File: src/rtl/biu_pkg.sv
package biu_pkg;

  typedef enum logic [1:0] {
    BK_IDLE  = 2'd0,
    BK_FETCH = 2'd1,
    BK_MEM   = 2'd2,
    BK_IO    = 2'd3
  } bus_kind_e;

  typedef enum logic [1:0] {
    TS_1 = 2'd0,
    TS_2 = 2'd1,
    TS_3 = 2'd2,
    TS_4 = 2'd3
  } tstate_e;

endpackage

File: src/rtl/biu_code_queue.sv
module biu_code_queue #(
  parameter int DEPTH = 4,
  parameter int DW    = 8,
  localparam int PW   = (DEPTH > 1) ? $clog2(DEPTH) : 1,
  localparam int CW   = $clog2(DEPTH + 1)
) (
  input  logic          clk,
  input  logic          rst_n,
  input  logic          clr,
  input  logic          wr_en,
  input  logic [DW-1:0] wr_data,
  input  logic          rd_en,
  output logic [DW-1:0] rd_data,
  output logic [CW-1:0] count,
  output logic [CW-1:0] count_nx
);

  logic [DW-1:0] slot_q [DEPTH];
  logic [PW-1:0] wr_ptr_q, wr_ptr_d;
  logic [PW-1:0] rd_ptr_q, rd_ptr_d;
  logic [CW-1:0] count_q;

  function automatic logic [PW-1:0] bump(input logic [PW-1:0] p);
    return (p == PW'(DEPTH - 1)) ? '0 : p + PW'(1);
  endfunction

  // next-state
  always_comb begin
    wr_ptr_d = wr_ptr_q;
    rd_ptr_d = rd_ptr_q;
    count_nx = count_q;
    if (clr) begin
      wr_ptr_d = '0;
      rd_ptr_d = '0;
      count_nx = '0;
    end else begin
      if (wr_en) wr_ptr_d = bump(wr_ptr_q);
      if (rd_en) rd_ptr_d = bump(rd_ptr_q);
      case ({wr_en, rd_en})
        2'b10:   count_nx = count_q + CW'(1);
        2'b01:   count_nx = count_q - CW'(1);
        default: count_nx = count_q;
      endcase
    end
  end

  // state registers
  always_ff @(posedge clk or negedge rst_n) begin
    if (!rst_n) begin
      wr_ptr_q <= '0;
      rd_ptr_q <= '0;
      count_q  <= '0;
    end else begin
      wr_ptr_q <= wr_ptr_d;
      rd_ptr_q <= rd_ptr_d;
      count_q  <= count_nx;
    end
  end

  // storage, written only with its enable
  always_ff @(posedge clk) begin
    if (wr_en && !clr) slot_q[wr_ptr_q] <= wr_data;
  end

  assign rd_data = slot_q[rd_ptr_q];
  assign count   = count_q;

  AST_NO_OVERFLOW: assert property (@(posedge clk) disable iff (!rst_n)
    (wr_en && !rd_en && !clr) |-> (count_q < CW'(DEPTH)));
  AST_NO_UNDERFLOW: assert property (@(posedge clk) disable iff (!rst_n)
    rd_en |-> (count_q != '0));

endmodule

File: src/rtl/biu_bus_seq.sv
module biu_bus_seq
  import biu_pkg::*;
#(
  parameter int AW        = 16,
  parameter int DW        = 8,
  parameter int MEM_WAITS = 0,
  parameter int IO_WAITS  = 1,
  localparam int MAXW     = (IO_WAITS > MEM_WAITS) ? IO_WAITS : MEM_WAITS,
  localparam int WW       = $clog2(MAXW + 2)
) (
  input  logic          clk,
  input  logic          rst_n,
  input  logic          start,
  input  bus_kind_e     start_kind,
  input  logic          start_wr,
  input  logic [AW-1:0] start_addr,
  input  logic [DW-1:0] start_wdata,
  input  logic          bus_ready,
  output logic          busy,
  output logic          last,
  output bus_kind_e     kind,
  output logic [AW-1:0] bus_addr,
  output logic [DW-1:0] bus_wdata,
  output logic          bus_rd,
  output logic          bus_wr,
  output logic          bus_io
);

  bus_kind_e     kind_q, kind_d;
  tstate_e       ts_q, ts_d;
  logic [WW-1:0] wcnt_q, wcnt_d;
  logic          wr_q, wr_d;
  logic [AW-1:0] addr_q;
  logic [DW-1:0] wdata_q;
  logic          load_en;

  assign busy    = (kind_q != BK_IDLE);
  assign last    = busy && (ts_q == TS_4);
  assign load_en = start && (!busy || last);

  // next-state
  always_comb begin
    kind_d = kind_q;
    ts_d   = ts_q;
    wcnt_d = wcnt_q;
    wr_d   = wr_q;
    if (busy) begin
      case (ts_q)
        TS_1: ts_d = TS_2;
        TS_2: ts_d = TS_3;
        TS_3: begin
          if (wcnt_q != '0)   wcnt_d = wcnt_q - WW'(1);
          else if (bus_ready) ts_d   = TS_4;
        end
        default: begin
          kind_d = BK_IDLE;
          ts_d   = TS_1;
          wr_d   = 1'b0;
        end
      endcase
    end
    if (load_en) begin
      kind_d = start_kind;
      ts_d   = TS_1;
      wcnt_d = (start_kind == BK_IO) ? WW'(IO_WAITS) : WW'(MEM_WAITS);
      wr_d   = start_wr;
    end
  end

  // state registers
  always_ff @(posedge clk or negedge rst_n) begin
    if (!rst_n) begin
      kind_q <= BK_IDLE;
      ts_q   <= TS_1;
      wcnt_q <= '0;
      wr_q   <= 1'b0;
    end else begin
      kind_q <= kind_d;
      ts_q   <= ts_d;
      wcnt_q <= wcnt_d;
      wr_q   <= wr_d;
    end
  end

  // address and data held from the start of a cycle
  always_ff @(posedge clk or negedge rst_n) begin
    if (!rst_n) begin
      addr_q  <= '0;
      wdata_q <= '0;
    end else if (load_en) begin
      addr_q  <= start_addr;
      wdata_q <= start_wdata;
    end
  end

  assign kind      = kind_q;
  assign bus_addr  = addr_q;
  assign bus_wdata = wdata_q;
  assign bus_rd    = busy && !wr_q;
  assign bus_wr    = busy && wr_q;
  assign bus_io    = (kind_q == BK_IO);

  AST_MIN_FOUR: assert property (@(posedge clk) disable iff (!rst_n)
    last |-> ($past(busy) && $past(busy, 2) && $past(busy, 3)));
  AST_FORCED_WAIT: assert property (@(posedge clk) disable iff (!rst_n)
    (busy && ts_q == TS_3 && wcnt_q != '0) |=> (ts_q == TS_3));
  AST_NOTREADY_HOLD: assert property (@(posedge clk) disable iff (!rst_n)
    (busy && ts_q == TS_3 && !bus_ready) |=> (ts_q == TS_3));
  AST_START_FREE: assert property (@(posedge clk) disable iff (!rst_n)
    start |-> (!busy || last));

endmodule

File: src/rtl/biu_arbiter.sv
module biu_arbiter
  import biu_pkg::*;
#(
  parameter int DEPTH = 4,
  localparam int CW   = $clog2(DEPTH + 1)
) (
  input  logic          free,
  input  logic          exec_ending,
  input  logic          xreq,
  input  logic          xio,
  input  logic          flush,
  input  logic [CW-1:0] level_nx,
  output logic          start,
  output logic          sel_exec,
  output bus_kind_e     start_kind
);

  logic xwant;
  logic fetch_ok;

  // a request still high in its own last clock is already served
  assign xwant    = xreq && !exec_ending;
  assign fetch_ok = !flush && (level_nx < CW'(DEPTH));

  always_comb begin
    start      = 1'b0;
    sel_exec   = 1'b0;
    start_kind = BK_IDLE;
    if (free && xwant) begin
      start      = 1'b1;
      sel_exec   = 1'b1;
      start_kind = xio ? BK_IO : BK_MEM;
    end else if (free && fetch_ok) begin
      start      = 1'b1;
      start_kind = BK_FETCH;
    end
  end

endmodule

File: src/rtl/code_prefetch_biu.sv
module code_prefetch_biu
  import biu_pkg::*;
#(
  parameter int AW        = 16,
  parameter int DW        = 8,
  parameter int DEPTH     = 4,
  parameter int MEM_WAITS = 0,
  parameter int IO_WAITS  = 1,
  localparam int CW       = $clog2(DEPTH + 1)
) (
  input  logic          clk,
  input  logic          rst_n,
  input  logic          flush,
  input  logic [AW-1:0] flush_addr,
  input  logic          pop_req,
  output logic          pop_valid,
  output logic [DW-1:0] pop_byte,
  input  logic          xreq,
  input  logic          xio,
  input  logic          xwr,
  input  logic [AW-1:0] xaddr,
  input  logic [DW-1:0] xwdata,
  output logic          xdone,
  output logic [DW-1:0] xrdata,
  output logic [AW-1:0] bus_addr,
  output logic [DW-1:0] bus_wdata,
  input  logic [DW-1:0] bus_rdata,
  input  logic          bus_ready,
  output logic          bus_rd,
  output logic          bus_wr,
  output logic          bus_io,
  output logic [CW-1:0] q_level,
  output logic          bus_busy,
  output logic [1:0]    bus_kind
);

  logic          busy, last, free;
  bus_kind_e     kind;
  logic          start, sel_exec;
  bus_kind_e     start_kind;
  logic          exec_ending, fetch_end;
  logic          q_wr, q_rd;
  logic [CW-1:0] q_count, q_count_nx;
  logic [AW-1:0] fa_q, fa_d;
  logic          cancel_q, cancel_d;
  logic [AW-1:0] start_addr;

  assign free        = !busy || last;
  assign exec_ending = last && (kind == BK_MEM || kind == BK_IO);
  assign fetch_end   = last && (kind == BK_FETCH);
  assign q_wr        = fetch_end && !cancel_q && !flush;
  assign q_rd        = pop_req && (q_count != '0) && !flush;

  // fetch pointer and cancel flag next-state
  always_comb begin
    fa_d = fa_q;
    if (flush)     fa_d = flush_addr;
    else if (q_wr) fa_d = fa_q + AW'(1);
    cancel_d = cancel_q;
    if (start)                               cancel_d = 1'b0;
    else if (flush && kind == BK_FETCH)      cancel_d = 1'b1;
  end

  always_ff @(posedge clk or negedge rst_n) begin
    if (!rst_n) begin
      fa_q     <= '0;
      cancel_q <= 1'b0;
    end else begin
      fa_q     <= fa_d;
      cancel_q <= cancel_d;
    end
  end

  // a back-to-back fetch must use the already advanced pointer
  assign start_addr = sel_exec ? xaddr : fa_d;

  biu_code_queue #(.DEPTH(DEPTH), .DW(DW)) u_queue (
    .clk      (clk),
    .rst_n    (rst_n),
    .clr      (flush),
    .wr_en    (q_wr),
    .wr_data  (bus_rdata),
    .rd_en    (q_rd),
    .rd_data  (pop_byte),
    .count    (q_count),
    .count_nx (q_count_nx)
  );

  biu_arbiter #(.DEPTH(DEPTH)) u_arb (
    .free        (free),
    .exec_ending (exec_ending),
    .xreq        (xreq),
    .xio         (xio),
    .flush       (flush),
    .level_nx    (q_count_nx),
    .start       (start),
    .sel_exec    (sel_exec),
    .start_kind  (start_kind)
  );

  biu_bus_seq #(
    .AW(AW), .DW(DW), .MEM_WAITS(MEM_WAITS), .IO_WAITS(IO_WAITS)
  ) u_seq (
    .clk         (clk),
    .rst_n       (rst_n),
    .start       (start),
    .start_kind  (start_kind),
    .start_wr    (sel_exec && xwr),
    .start_addr  (start_addr),
    .start_wdata (xwdata),
    .bus_ready   (bus_ready),
    .busy        (busy),
    .last        (last),
    .kind        (kind),
    .bus_addr    (bus_addr),
    .bus_wdata   (bus_wdata),
    .bus_rd      (bus_rd),
    .bus_wr      (bus_wr),
    .bus_io      (bus_io)
  );

  assign pop_valid = (q_count != '0);
  assign xdone     = exec_ending;
  assign xrdata    = bus_rdata;
  assign q_level   = q_count;
  assign bus_busy  = busy;
  assign bus_kind  = kind;

  AST_FLUSH_EMPTIES: assert property (@(posedge clk) disable iff (!rst_n)
    flush |=> (q_level == '0));
  AST_EXEC_FIRST: assert property (@(posedge clk) disable iff (!rst_n)
    (free && xreq && !exec_ending) |-> (start && start_kind != BK_FETCH));
  AST_XDONE_SINGLE: assert property (@(posedge clk) disable iff (!rst_n)
    xdone |=> !xdone);
  AST_KIND_BUSY: assert property (@(posedge clk) disable iff (!rst_n)
    bus_busy == (bus_kind != 2'd0));

endmodule

File: config.mk
export PLATFORM = sky130hd
export DESIGN_NAME = code_prefetch_biu
export DESIGN_NICKNAME = d
export VERILOG_FILES = /design/src/rtl/biu_pkg.sv /design/src/rtl/biu_code_queue.sv /design/src/rtl/biu_bus_seq.sv /design/src/rtl/biu_arbiter.sv /design/src/rtl/code_prefetch_biu.sv
export SDC_FILE = /design/constraint.sdc
export NUM_CORES = 1
export LEC_CHECK = 0
export ABC_AREA = 1
export BUFFER_PORTS_ARGS = -buffer_cell sky130_fd_sc_hd__buf_4
export CORE_ASPECT_RATIO = 0.7
export CORE_MARGIN = 2
export CORE_UTILIZATION = 50
export DETAILED_ROUTE_END_ITERATION = 8
export GPL_TIMING_DRIVEN = 0
export PLACE_DENSITY = 0.75
export SYNTH_ARGS = -nofsm -noshare
export SYNTH_HDL_FRONTEND = slang
export SYNTH_SLANG_ARGS = --single-unit
File: constraint.sdc
create_clock -name clk -period 7.7 [get_ports clk]
set_clock_uncertainty 0.05 [all_clocks]
set_input_delay 1.54 -clock clk [delete_from_list [all_inputs] [get_ports clk]]
set_output_delay 1.54 -clock clk [all_outputs]
set_load 0.01 [all_outputs]
==> results_dict.tcl <==
set metrics [dict create \
    synth_seq_cells 87 \
    cts_setup_buffers 0 \
    timing.final.crit_share_pct 48.0 \
    cpMaxStageDelayCell "clkbuf_1" \
    die_h_um 83.6 \
    clk_path_buf_depth 2 \
    grt_pass1_vias 3811 \
    postSynthCellCount 511 \
    setup_viol 0 \
    numCtsBuffers 9 \
    cp-end-kind "output pin" \
    yosys_most_used_dff "dfrtp_1" \
    power.static_leakage_nw 2.81 \
    cts.repair.resized 0 \
    place_area_um2 5480 \
    crit_chain "clkbuf_1, inv_1, clkbuf_1, nor2_1, o22ai_1, buf_4" \
    finalWirelength_um 11400 \
    cp-endpoint "pop_byte[2]" \
    drc 0 \
    grt_max_degree 56 \
    finalCriticalPeriod_ns 3.69 \
    cp_max_fo 10 \
    tns_ns 0 \
    synth_common_cells "nand2_1, dfrtp_1, inv_1" \
    startpoint "u_queue.rd_ptr_q[0]$_DFFE_PN0P_" \
    cts_hold_buffers 0 \
    place_congestion 0.871 \
    via_count 3848 \
    via_per_inst 5.08 \
    synth_edf_count 32 \
    rsz0062_at_grt "no" \
    htreeDepth 3 \
    antenna_found_initial 0 \
    crit_top_cell "clkbuf_1" \
    cp_num_buf_inv 4 \
    netlist.area_leader.share_pct 30.4 \
    max_stage_delay_ns 0.45 \
    r2r_slack_ns 4.69 \
    drive_above_1_share_pct 27.0 \
    grt_usage_pct 24.2 \
    hold_viol 0 \
    syn_nets 581 \
    clk_latency_ns 0.34 \
    cts-root-buf "clkbuf_16" \
    cts_tree "done" \
    start_util_pct 50.7 \
    grt_overflow 0 \
    stdcell_area_um2 5750 \
    wl_per_cell_um 15.0 \
    fmax_ghz 0.271 \
    max-slew-margin-rel_pct 40.4 \
    r2r_end "u_seq.bus_addr[14]$_DFFE_PN0N_" \
    port_buffers 106 \
    hold_path.class "reg -> reg" \
    dp.final_hpwl_um 8270 \
    syn-cell-area_um2 4530 \
    cts.sinks 87 \
    fill_cells 762 \
    coreArea_um2 8930 \
    path_clk_slew_ns 0.07 \
    slew_violations 0 \
    cp-start-kind "register" \
    cp.required_ns 6.11 \
    synth.distinct_cells 41 \
    syn_area_per_cell_um2 8.86 \
    io_pins 107 \
    syn_to_final_growth_pct 27.0 \
    fin_util_pct 64.4 \
    outcome "finished clean" \
    r2r-start "u_seq.ts_q[1]$_DFFE_PN0P_" \
    num_rows 29 \
    die_x_um 118 \
    drtIter0Drc 193 \
    power.density_nw_per_um2 285 \
    r2r_cells 16 \
    critical_path_class "reg -> out" \
    cpLargestDelayFamily "buffers and inverters" \
    yosys_warnings 0 \
    cp_data_arrival_time_ns 2.10 \
    synth_top_area_cell "dfrtp_1" \
    worst_slew_pin_slew_ns 0.891 \
    grt_first_pass_wirelength_um 18700 \
    async_reset_ff_share_pct 63.2 \
    peakVddDrop_mv 0.174 \
    ant_nets 0 \
    die_area_um2 9850 \
    first_pass_iters 5 \
    diodes 0 \
    path_depth 6 \
    synth.area.top_cells "dfrtp_1, edfxtp_1, nand2_1" \
    yosysMostFrequentCell "nand2_1" \
    seq_area_frac_synth_pct 51.6 \
    maxCapViolations 0 \
    nets 698 \
]
==> routing by layer <==
layer	vias to the layer above	GRT usage, %	share of wire (%)	routed length [um]
li1	1882	-	-	-
met1	1803	34.4	46	5210
met2	150	38.1	46	5290
met3	13	5.74	6.8	775
met4	0	5.15	1.0	115
met5	-	0	0	0
==> sequential cells by signal, summed over array words and instances (netlist names) <==
name and cells:
u_queue.wr_ptr_q 2, u_queue.slot_q 32, u_seq.kind 2, cancel_q 1
u_seq.bus_addr 16, u_seq.bus_wdata 8, u_seq.wcnt_q 2, u_queue.count 3
u_queue.rd_ptr_q 2, u_seq.wr_q 1, fa_q 16, u_seq.ts_q 2
==> cells by family after synthesis <==
| group | after synthesis | synth area share, % |
|---|---|---|
| flip-flops | 87 | 51.6 |
| AND/OR/NAND/NOR | 278 | 28.7 |
| adder cells (fa/ha/maj) | 14 | 4.03 |
| AO/OA/AOI/OAI | 49 | 6.24 |
| buffers and inverters | 78 | 8.40 |
| XOR/XNOR | 5 | 0.967 |
==> placed cells by master (no fill, tap or decap), drive strengths merged <==
cell type  count
dfrtp         55
o31ai          1
o21bai         1
o22ai          8
nand3         45
xnor2          1
edfxtp        32
a21oi          7
fa             1
nand3b         2
nor2          52
nand2        157
and2           4
buf          123
clkinvlp       1
o211ai         3
a21boi         1
nor3           4
ha            13
or2            5
xor2           4
clkinv         4
inv           58
clkbuf        14
nand4          9
o21ai         28
==> tightest hold or removal path: cells and delay by family (launching register included) <==
kind             cells  cell delay (ns)
flip-flops           1             0.35
AND/OR/NAND/NOR      2             0.09
==> power breakdown <==
group          leakage, nW  internal [W]  switching, W  total, W
sequential           0.970      0.000572     0.0000681  0.000640
combinational         1.71      0.000253      0.000337  0.000590
clock                0.131      0.000220      0.000190  0.000410
==> how the worst min path moves through the flow <==
stage                                         from                             end  cells past startpoint
global placement    u_seq.bus_wdata[5]$_DFFE_PN0N_  u_seq.bus_wdata[5]$_DFFE_PN0N_                      2
global route        u_seq.bus_wdata[1]$_DFFE_PN0N_  u_seq.bus_wdata[1]$_DFFE_PN0N_                      2
CTS                 u_seq.bus_wdata[7]$_DFFE_PN0N_  u_seq.bus_wdata[7]$_DFFE_PN0N_                      2
finish              u_seq.bus_wdata[7]$_DFFE_PN0N_  u_seq.bus_wdata[7]$_DFFE_PN0N_                      2
detailed placement  u_seq.bus_wdata[4]$_DFFE_PN0N_  u_seq.bus_wdata[4]$_DFFE_PN0N_                      2
floorplan              u_seq.wcnt_q[1]$_DFFE_PN0P_     u_seq.wcnt_q[1]$_DFFE_PN0P_                      2
==> layout make-up <==
class / instances / area (um2) / share of cell area [%]
Clock buffer: 10 / 229 / 3.98
Sequential cell: 87 / 2340 / 40.6
Buffer: 21 / 156 / 2.72
Clock inverter: 6 / 42.5 / 0.740
Tap cell: 124 / 155 / 2.70
Inverter: 57 / 224 / 3.89
Multi-Input combinational cell: 346 / 1810 / 31.5
Timing Repair Buffer: 106 / 796 / 13.8
==> metrics by stage <==
step	hold WS, ns	cells	worst slack, ns	power [W]
finish	0.427	757	4.01	0.00164
global route	0.447	757	3.87	0.00174
CTS	0.432	757	4.02	0.00165
detailed placement	0.414	741	3.77	0.00124
global placement	0.405	741	3.86	0.00121
floorplan	0.392	511	4.39	0.000993
No activity file was read; power rests on OpenSTA's default activity.
